--- src/rtl/fifo_read_window.sv ---
module fifo_read_window #(
  parameter int          ADDR_W = 8,
  parameter logic [7:0]  BASE   = 8'h40,
  parameter int          DEPTH  = 16,
  parameter bit          WIDE   = 1'b1,
  parameter bit          TX_EN  = 1'b1,
  localparam int         DW     = WIDE ? 32 : 16,
  localparam int         AW     = $clog2(DEPTH),
  localparam int         CW     = $clog2(DEPTH + 1)
) (
  input  logic              clk,
  input  logic              rst_n,
  input  logic [ADDR_W-1:0] bus_addr,
  input  logic              bus_cs,
  input  logic              bus_rd,
  input  logic              bus_wr,
  input  logic [15:0]       bus_wdata,
  output logic [15:0]       bus_rdata,
  input  logic              push_valid,
  input  logic [DW-1:0]     push_data,
  output logic              push_full,
  output logic [CW-1:0]     rx_level,
  input  logic              tx_pop,
  output logic [DW-1:0]     tx_data,
  output logic              tx_empty
);

  function automatic logic [AW-1:0] step(input logic [AW-1:0] p);
    return (p == AW'(DEPTH - 1)) ? '0 : p + 1'b1;
  endfunction

  logic [ADDR_W-1:0] base_a;
  assign base_a = ADDR_W'(BASE);

  logic hit, rd_op, wr_op;
  logic sel_rlo, sel_rhi, sel_tlo, sel_thi, sel_st;
  assign hit     = bus_cs && !bus_addr[0] && (bus_addr[ADDR_W-1:5] == base_a[ADDR_W-1:5]);
  assign rd_op   = hit && bus_rd;
  assign wr_op   = hit && bus_wr && !bus_rd;
  assign sel_rlo = bus_addr[4:1] == 4'd0;
  assign sel_rhi = bus_addr[4:1] == 4'd1;
  assign sel_tlo = bus_addr[4:1] == 4'd2;
  assign sel_thi = bus_addr[4:1] == 4'd3;
  assign sel_st  = bus_addr[4:1] == 4'd4;

  logic [DW-1:0] rx_mem [DEPTH];
  logic [AW-1:0] rx_rp, rx_wp;
  logic [CW-1:0] rx_cnt;
  logic          rx_empty, rx_full, push_ok, rx_data_rd, rx_pop;
  logic          rx_udf, rx_ovf, tx_ovf, tx_ovf_set;
  logic [31:0]   head32;

  assign rx_empty   = rx_cnt == '0;
  assign rx_full    = rx_cnt == CW'(DEPTH);
  assign push_ok    = push_valid && !rx_full;
  assign rx_data_rd = rd_op && (sel_rlo || (WIDE && sel_rhi));
  assign rx_pop     = rx_data_rd && !rx_empty && (WIDE ? sel_rhi : 1'b1);
  assign head32     = 32'(rx_mem[rx_rp]);
  assign push_full  = rx_full;
  assign rx_level   = rx_cnt;

  always_ff @(posedge clk)
    if (push_ok) rx_mem[rx_wp] <= push_data;

  always_ff @(posedge clk) begin
    if (!rst_n) begin
      rx_rp  <= '0;
      rx_wp  <= '0;
      rx_cnt <= '0;
    end else begin
      if (push_ok) rx_wp <= step(rx_wp);
      if (rx_pop)  rx_rp <= step(rx_rp);
      rx_cnt <= rx_cnt + CW'(push_ok) - CW'(rx_pop);
    end
  end

  logic [15:0] rd_val;
  always_comb begin
    rd_val = '0;
    if (sel_rlo)                rd_val = rx_empty ? 16'h0 : head32[15:0];
    else if (sel_rhi && WIDE)   rd_val = rx_empty ? 16'h0 : head32[31:16];
    else if (sel_st)            rd_val = {13'h0, tx_ovf, rx_ovf, rx_udf};
  end

  always_ff @(posedge clk) begin
    if (!rst_n)     bus_rdata <= '0;
    else if (rd_op) bus_rdata <= rd_val;
  end

  logic st_wr;
  assign st_wr = wr_op && sel_st;

  always_ff @(posedge clk) begin
    if (!rst_n) begin
      rx_udf <= 1'b0;
      rx_ovf <= 1'b0;
      tx_ovf <= 1'b0;
    end else begin
      if (rx_data_rd && rx_empty)       rx_udf <= 1'b1;
      else if (st_wr && bus_wdata[0])   rx_udf <= 1'b0;
      if (push_valid && rx_full)        rx_ovf <= 1'b1;
      else if (st_wr && bus_wdata[1])   rx_ovf <= 1'b0;
      if (tx_ovf_set)                   tx_ovf <= 1'b1;
      else if (st_wr && bus_wdata[2])   tx_ovf <= 1'b0;
    end
  end

  generate
    if (TX_EN) begin : g_tx
      logic [DW-1:0] tx_mem [DEPTH];
      logic [AW-1:0] tx_rp, tx_wp;
      logic [CW-1:0] tx_cnt;
      logic [15:0]   stage_lo;
      logic [31:0]   word32;
      logic          tx_push, tx_ok, tx_take;

      assign tx_push    = wr_op && (WIDE ? sel_thi : sel_tlo);
      assign tx_ok      = tx_push && (tx_cnt != CW'(DEPTH));
      assign tx_take    = tx_pop && (tx_cnt != '0);
      assign tx_ovf_set = tx_push && (tx_cnt == CW'(DEPTH));
      assign word32     = WIDE ? {bus_wdata, stage_lo} : {16'h0, bus_wdata};
      assign tx_data    = tx_mem[tx_rp];
      assign tx_empty   = tx_cnt == '0;

      always_ff @(posedge clk) begin
        if (tx_ok) tx_mem[tx_wp] <= word32[DW-1:0];
        if (wr_op && sel_tlo) stage_lo <= bus_wdata;
      end

      always_ff @(posedge clk) begin
        if (!rst_n) begin
          tx_rp  <= '0;
          tx_wp  <= '0;
          tx_cnt <= '0;
        end else begin
          if (tx_ok)   tx_wp <= step(tx_wp);
          if (tx_take) tx_rp <= step(tx_rp);
          tx_cnt <= tx_cnt + CW'(tx_ok) - CW'(tx_take);
        end
      end
    end else begin : g_no_tx
      assign tx_ovf_set = 1'b0;
      assign tx_data    = '0;
      assign tx_empty   = 1'b1;
    end
  endgenerate

  assert_level_bound_R8: assert property (@(posedge clk) disable iff (!rst_n)
    rx_cnt <= CW'(DEPTH));

  assert_full_drop_R6: assert property (@(posedge clk) disable iff (!rst_n)
    (push_valid && push_full && !rx_pop) |=> (rx_cnt == $past(rx_cnt)) && rx_ovf);

  assert_low_read_still_R3: assert property (@(posedge clk) disable iff (!rst_n)
    (WIDE && rd_op && sel_rlo && !push_valid) |=> $stable(rx_cnt));

  assert_empty_zero_R5: assert property (@(posedge clk) disable iff (!rst_n)
    (rx_data_rd && rx_empty) |=> (bus_rdata == 16'h0) && rx_udf);

  assert_pop_one_R1: assert property (@(posedge clk) disable iff (!rst_n)
    (rx_pop && !push_valid) |=> rx_cnt == $past(rx_cnt) - 1'b1);

  assert_outside_hold_R9: assert property (@(posedge clk) disable iff (!rst_n)
    (!hit) |=> $stable(bus_rdata));

endmodule

--- config.mk ---
export PLATFORM = sky130hd
export DESIGN_NAME = fifo_read_window
export DESIGN_NICKNAME = d
export VERILOG_FILES = /design/src/rtl/fifo_read_window.sv
export SDC_FILE = /design/constraint.sdc
export NUM_CORES = 1
export LEC_CHECK = 0
export CAP_MARGIN = 10
export CORE_UTILIZATION = 54
export DETAILED_ROUTE_END_ITERATION = 8
export GPL_TIMING_DRIVEN = 0
export PLACE_DENSITY = 0.84
export SYNTH_ARGS = -nofsm -noshare
export SYNTH_HDL_FRONTEND = slang
export SYNTH_SLANG_ARGS = --single-unit
--- constraint.sdc ---
create_clock -name clk -period 4.7 [get_ports clk]
set_input_delay 0.94 -clock clk [delete_from_list [all_inputs] [get_ports clk]]
set_output_delay 0.94 -clock clk [all_outputs]
set_load 0.02 [all_outputs]
# [Word-level counts from Yosys, hierarchy flattened]
# Memories as Yosys holds them, arrays and structs flattened. A register that Yosys moved wholly into a read port is not among the register bits.
# Index checks and enable logic that the tools add are counted.
[word_totals] ramBits=1024 memories=2 register_bits=61 word_cells=88
[classes] eq_ne=12 add_sub_neg=8 n_mux=23 n_reduce_logical=32
[memory_table] name="g_tx.tx_mem" words=16 word_bits=32 read_ports=1 rd_ports_with_merged_regs=1 write_ports=1 line="110" rtl="logic [DW-1:0] tx_mem [DEPTH];"
[memory_table] name="rx_mem" words=16 word_bits=32 read_ports=1 rd_ports_with_merged_regs=1 write_ports=1 line="46" rtl="logic [DW-1:0] rx_mem [DEPTH];"
[ops] cell="$mux 16" n=4
[ops] cell="$mux 4" n=8
[ops] cell="$logic_and 1x1->1" n=20
[ops] cell="$add 4x1->4 const B" n=4
[ops] cell="$eq 4x4->1 const B" n=4
[ops] cell="$add 5x1->5" n=2
[ops] cell="$eq 5x5->1 const B" n=2
[ops] cell="$logic_not 5->1" n=2
[ops] cell="$mux 1" n=10
[ops] cell="$sub 5x1->5" n=2
[ops] cell="$eq 4x2->1 const B" n=2
[ops] cell="$reduce_bool 2->1" n=3
[ops] cell="$ne 5x5->1 const B" n=1
[ops] cell="$reduce_bool 5->1" n=1
[ops] cell="$eq 4x1->1 const B" n=1
[ops] cell="$eq 4x3->1 const B" n=1
[ops] cell="$logic_not 1->1" n=4
[ops] cell="$logic_not 4->1" n=1
[ops] cell="$eq 3x2->1 const B" n=1
[ops] cell="$mux 3" n=1
[ops] cell="$logic_or 1x1->1" n=1

# [Logic depth before layout (Yosys ltp)]
[depth] word_depth=9 ltp_mapped=16 ltp_nobuf=16

# [Least setup slack after synthesis]
# No wires, ideal clock.
[synth_path] path_kind="input port to flip-flop" start="input port bus_addr[3]" end="memory g_tx.tx_mem[11][0] in the netlist's numbering (enable)" setup_slack_ns=-0.070 n_path_buf=0 required_time_ns=4.232 cell_stages=5 t_arrival_ns=4.302 cell_sequence="or3b_1 nor4_4 and2_4 nand2_1 nor3b_1"
[synth_via] elab_chain_cells=5
[synth_rtl] element="start: declaration" line="13" rtl="input logic [ADDR_W-1:0] bus_addr,"
[synth_rtl] element="$eq 4x2->1" line="43" rtl="assign sel_thi = bus_addr[4:1] == 4'd3;"
[synth_rtl] element="$logic_and 1x1->1" line="117" rtl="assign tx_push = wr_op && (WIDE ? sel_thi : sel_tlo);"
[synth_rtl] element="$logic_and 1x1->1" line="118" rtl="assign tx_ok = tx_push && (tx_cnt != CW'(DEPTH));"
[synth_rtl] element="$mux 1" line="126" rtl="if (tx_ok) tx_mem[tx_wp] <= word32[DW-1:0];"
[synth_rtl] element="$mux 1 (not written as such)" line="126"
[synth_rtl] element="end: declaration" line="110"
# Every way passes these cells.

==> impl_results.md <==
* TritonCTS clock tree: done
* Top post-synthesis cells by area: edfxtp_1 (75%), mux4_2 (16%), dfxtp_1 (2.5%), mux2i_1 (0.93%), nand3_1 (0.75%)
* CP endpoint kind: primary output
* Worst Skew at 0.0498 ns
* Family with the most delay on the worst path: buffers and inverters
* Largest stage delay, worst path at 0.59 ns
* Max VDD drop at 0.462 mV
* Hold WS at 0.465 ns
* Min cycle time layout at 4.59 ns
* Synthesized instance count at 1,865
* # Max-Cap Violations at 0
* Max Clk Rate at 0.218 GHz
* Worst-margin pin slew at 1.28 ns
* CTS Root Cell: clkbuf_16
* Die Width at 280 um
* Die ar. at 78,500 um^2
* Sequential area share after synthesis at 77.2%
* Relative slew slack at 13.7%
* CP Data Required Time at 3.76 ns
* Distinct cells, synth at 59
* Die Y at 280 um
* PnR worst setup slack at 0.106 ns
* Global-route wire length before repair at 154,000 um
* Yosys warns at 0
* Clk sink count at 1,093
* Vias in the first global route at 22,225
* Cts bufs inserted at 103
* CP Class: reg -> out
* Nets at 2,232
* Syn Std Cell Area at 41,800 um^2
* CP most frequent cell: mux4_2
* DR iter-0 viols at 2,920
* Core area at 76,300 um^2
* Leakage at 15.0 nW
* Yosys top cell area share at 74.7%
* Buf/Inv on CP at 3
* Total Routing Usage GR at 28.1%
* Post-synth top area cell: edfxtp_1
* Crit-path max FO at 10
* Vias at 21,713
* R2R Setup Slk at 1.30 ns
* Placement row count at 101
* DRC at 0
* Critical path arrival at 3.65 ns
* DR WL/cell at 33.3 um
* Final worst path period share at 97.7%
* Vias per inst at 6.65
* Synth Area per Inst at 22.4 um^2
* Status: complete, no violations
* Clock latency on the worst-skew pair at 0.69 ns
* Fillers at 4,764
* Setup TNS at 0 ns
* Top Ports at 118
* Critical-path cell list: clkbuf_1 -> clkbuf_2 -> mux4_2 -> mux4_2 -> clkdlybuf4s50_1
* Largest net degree at the start of global routing at 26
* Initial antenna violation count at 6
* Final setup viols at 0
* Initial Utilization at 54.8%
* Unrepaired setup endpoints after global routing: false
* Antenna Nets Post-Route at 0
* Seq cells post-synth at 1,093
* Layout cells sized above 1 at 27.2%
* Clock Tree Buf Depth at 3
* Most used DFF post-synth: edfxtp_1
* Final Slew Violations at 0
* Hold/Removal Path Class: reg -> reg
* DP Worst Slack at 0.255 ns
* Power Dens Cells at 438 nW/um^2
* Routability cong. at 0.849
* Slowest cell on crit path: clkbuf_1
* Final core utilization at 63.8%
* Share of flip-flops with an asynchronous set or reset at 0%
* Drt total wl at 109,000 um
* Post-synth EDFFs at 1,040
* Design Power at 21.3 mW
* Total grt overflow at 0
* Port buffer count at 117
* TritonRoute pass-1 iters at 6
* Mapped Nets at 1,952
* Critical Path Source Type: flop
* Clock slew at reported path FFs at 0.07 ns
* DP Wirelength at 66,200 um
* Hold Fails Final Rpt at 0
* H-tree depth at 3
* Synth-to-Final Area Change at 16.4%
-- path summary, 6_finish.rpt --
kind | from | to | cells after the start
worst min-delay path | bus_rdata[7] | bus_rdata[7] | 2
worst max register to register | rx_level[2] | rx_mem[1][29] | 9
worst min register to register | bus_rdata[7] | bus_rdata[7] | 2
worst max-delay path | flop | tx_data[28] | 5
-- synthesized netlist by cell type (all sizes together), types with 3 or more instances --
library cell  count
a21boi            5
a21o              3
a21oi             8
and2             21
and3              7
buf              54
clkbuf           39
dfxtp            53
edfxtp         1040
ha               22
inv              20
mux2i            39
mux4            288
nand2            38
nand2b            6
nand3            63
nand4            13
nor2             37
nor2b            19
nor3              6
nor3b             5
nor4              4
nor4b             4
o211ai            3
o21ai            19
o22ai            15
or3               3
xnor2             7
xor2              3
-- sequential cells by signal, indices dropped and copies added, names as in the netlist, named ones only --
name	count
g_tx.tx_mem	512
rx_mem	512
bus_rdata	16
g_tx.stage_lo	16
g_tx.tx_cnt	5
rx_level	5
g_tx.tx_rp	4
g_tx.tx_wp	4
rx_rp	4
rx_wp	4
rx_ovf	1
rx_udf	1
tx_ovf	1
-- cells by family after synthesis --
logic type | count (synthesis) | synth area share (%)
flops | 1093 | 77.2
compound gates | 65 | 0.976
simple gates | 233 | 3.04
xor+xnor | 10 | 0.209
mux | 327 | 16.4
buf+inv | 113 | 1.34
fa+ha+maj | 24 | 0.754
-- repair_timing --
item	CTS	global route
endpoints found under the hold margin	0	0
setup buffers	0	0
endpoints found under the setup margin	31	18
hold buffers	0	0
resized for setup	8	7
-- through the flow --
stage	cells	cell area, um^2
global placement	3012	44300
global route	3266	48700
detailed placement	3069	45300
CTS	3263	48600
floorplan	1865	41800
finish	3267	48700
-- per-layer routing --
layer	track usage, %	share of wire [%]	vias up
li1	-	-	8400
met1	33.0	32	11189
met2	49.4	52	1774
met3	5.93	10	344
met4	13.4	5.2	6
met5	0	0.033	-
-- worst reg2reg max path: stages (launching register included) --
cell and delay (ns):
dfxtp_1 0.36, inv_1 0.08, ha_1 0.21, and4bb_2 0.25, nor2b_1 0.13, clkbuf_1 0.30
nand2_1 0.32, nor3_2 0.95, buf_6 0.30, buf_6 0.20
-- cells in the final DEF (no fill, tap or decap), types with 22 or more instances in the layout --
cell             instances
buf_6                   36
mux2i_1                 39
clkinv_2                31
nor2_1                  24
mux4_2                 288
nand3_1                 63
dfxtp_1                 53
nand2_1                 38
clkbuf_16              103
edfxtp_1              1040
clkbuf_1                44
ha_1                    22
clkdlybuf4s50_1        117
buf_2                   28
-- power breakdown --
group / total, mW / switching (mW) / internal (mW) / leakage [nW]
combinational: 2.36 / 1.26 / 1.10 / 3.58
clock: 8.11 / 3.73 / 4.38 / 1.63
sequential: 10.9 / 0.0798 / 10.8 / 9.80
-- cell type report --
type                    instances  area, um^2  area share (%)
flip-flops and latches       1093       32300            66.4
multi-input cells             659        9120            18.7
clock buffers                 125        2700            5.55
repair buffers                175        2100            4.31
well taps                    1030        1290            2.65
clock inverters                69         589            1.21
plain buffers                  93         500            1.03
inverters                      20        75.1           0.154
diodes                          3        7.51          0.0154
(Power assumes the default switching activity.)
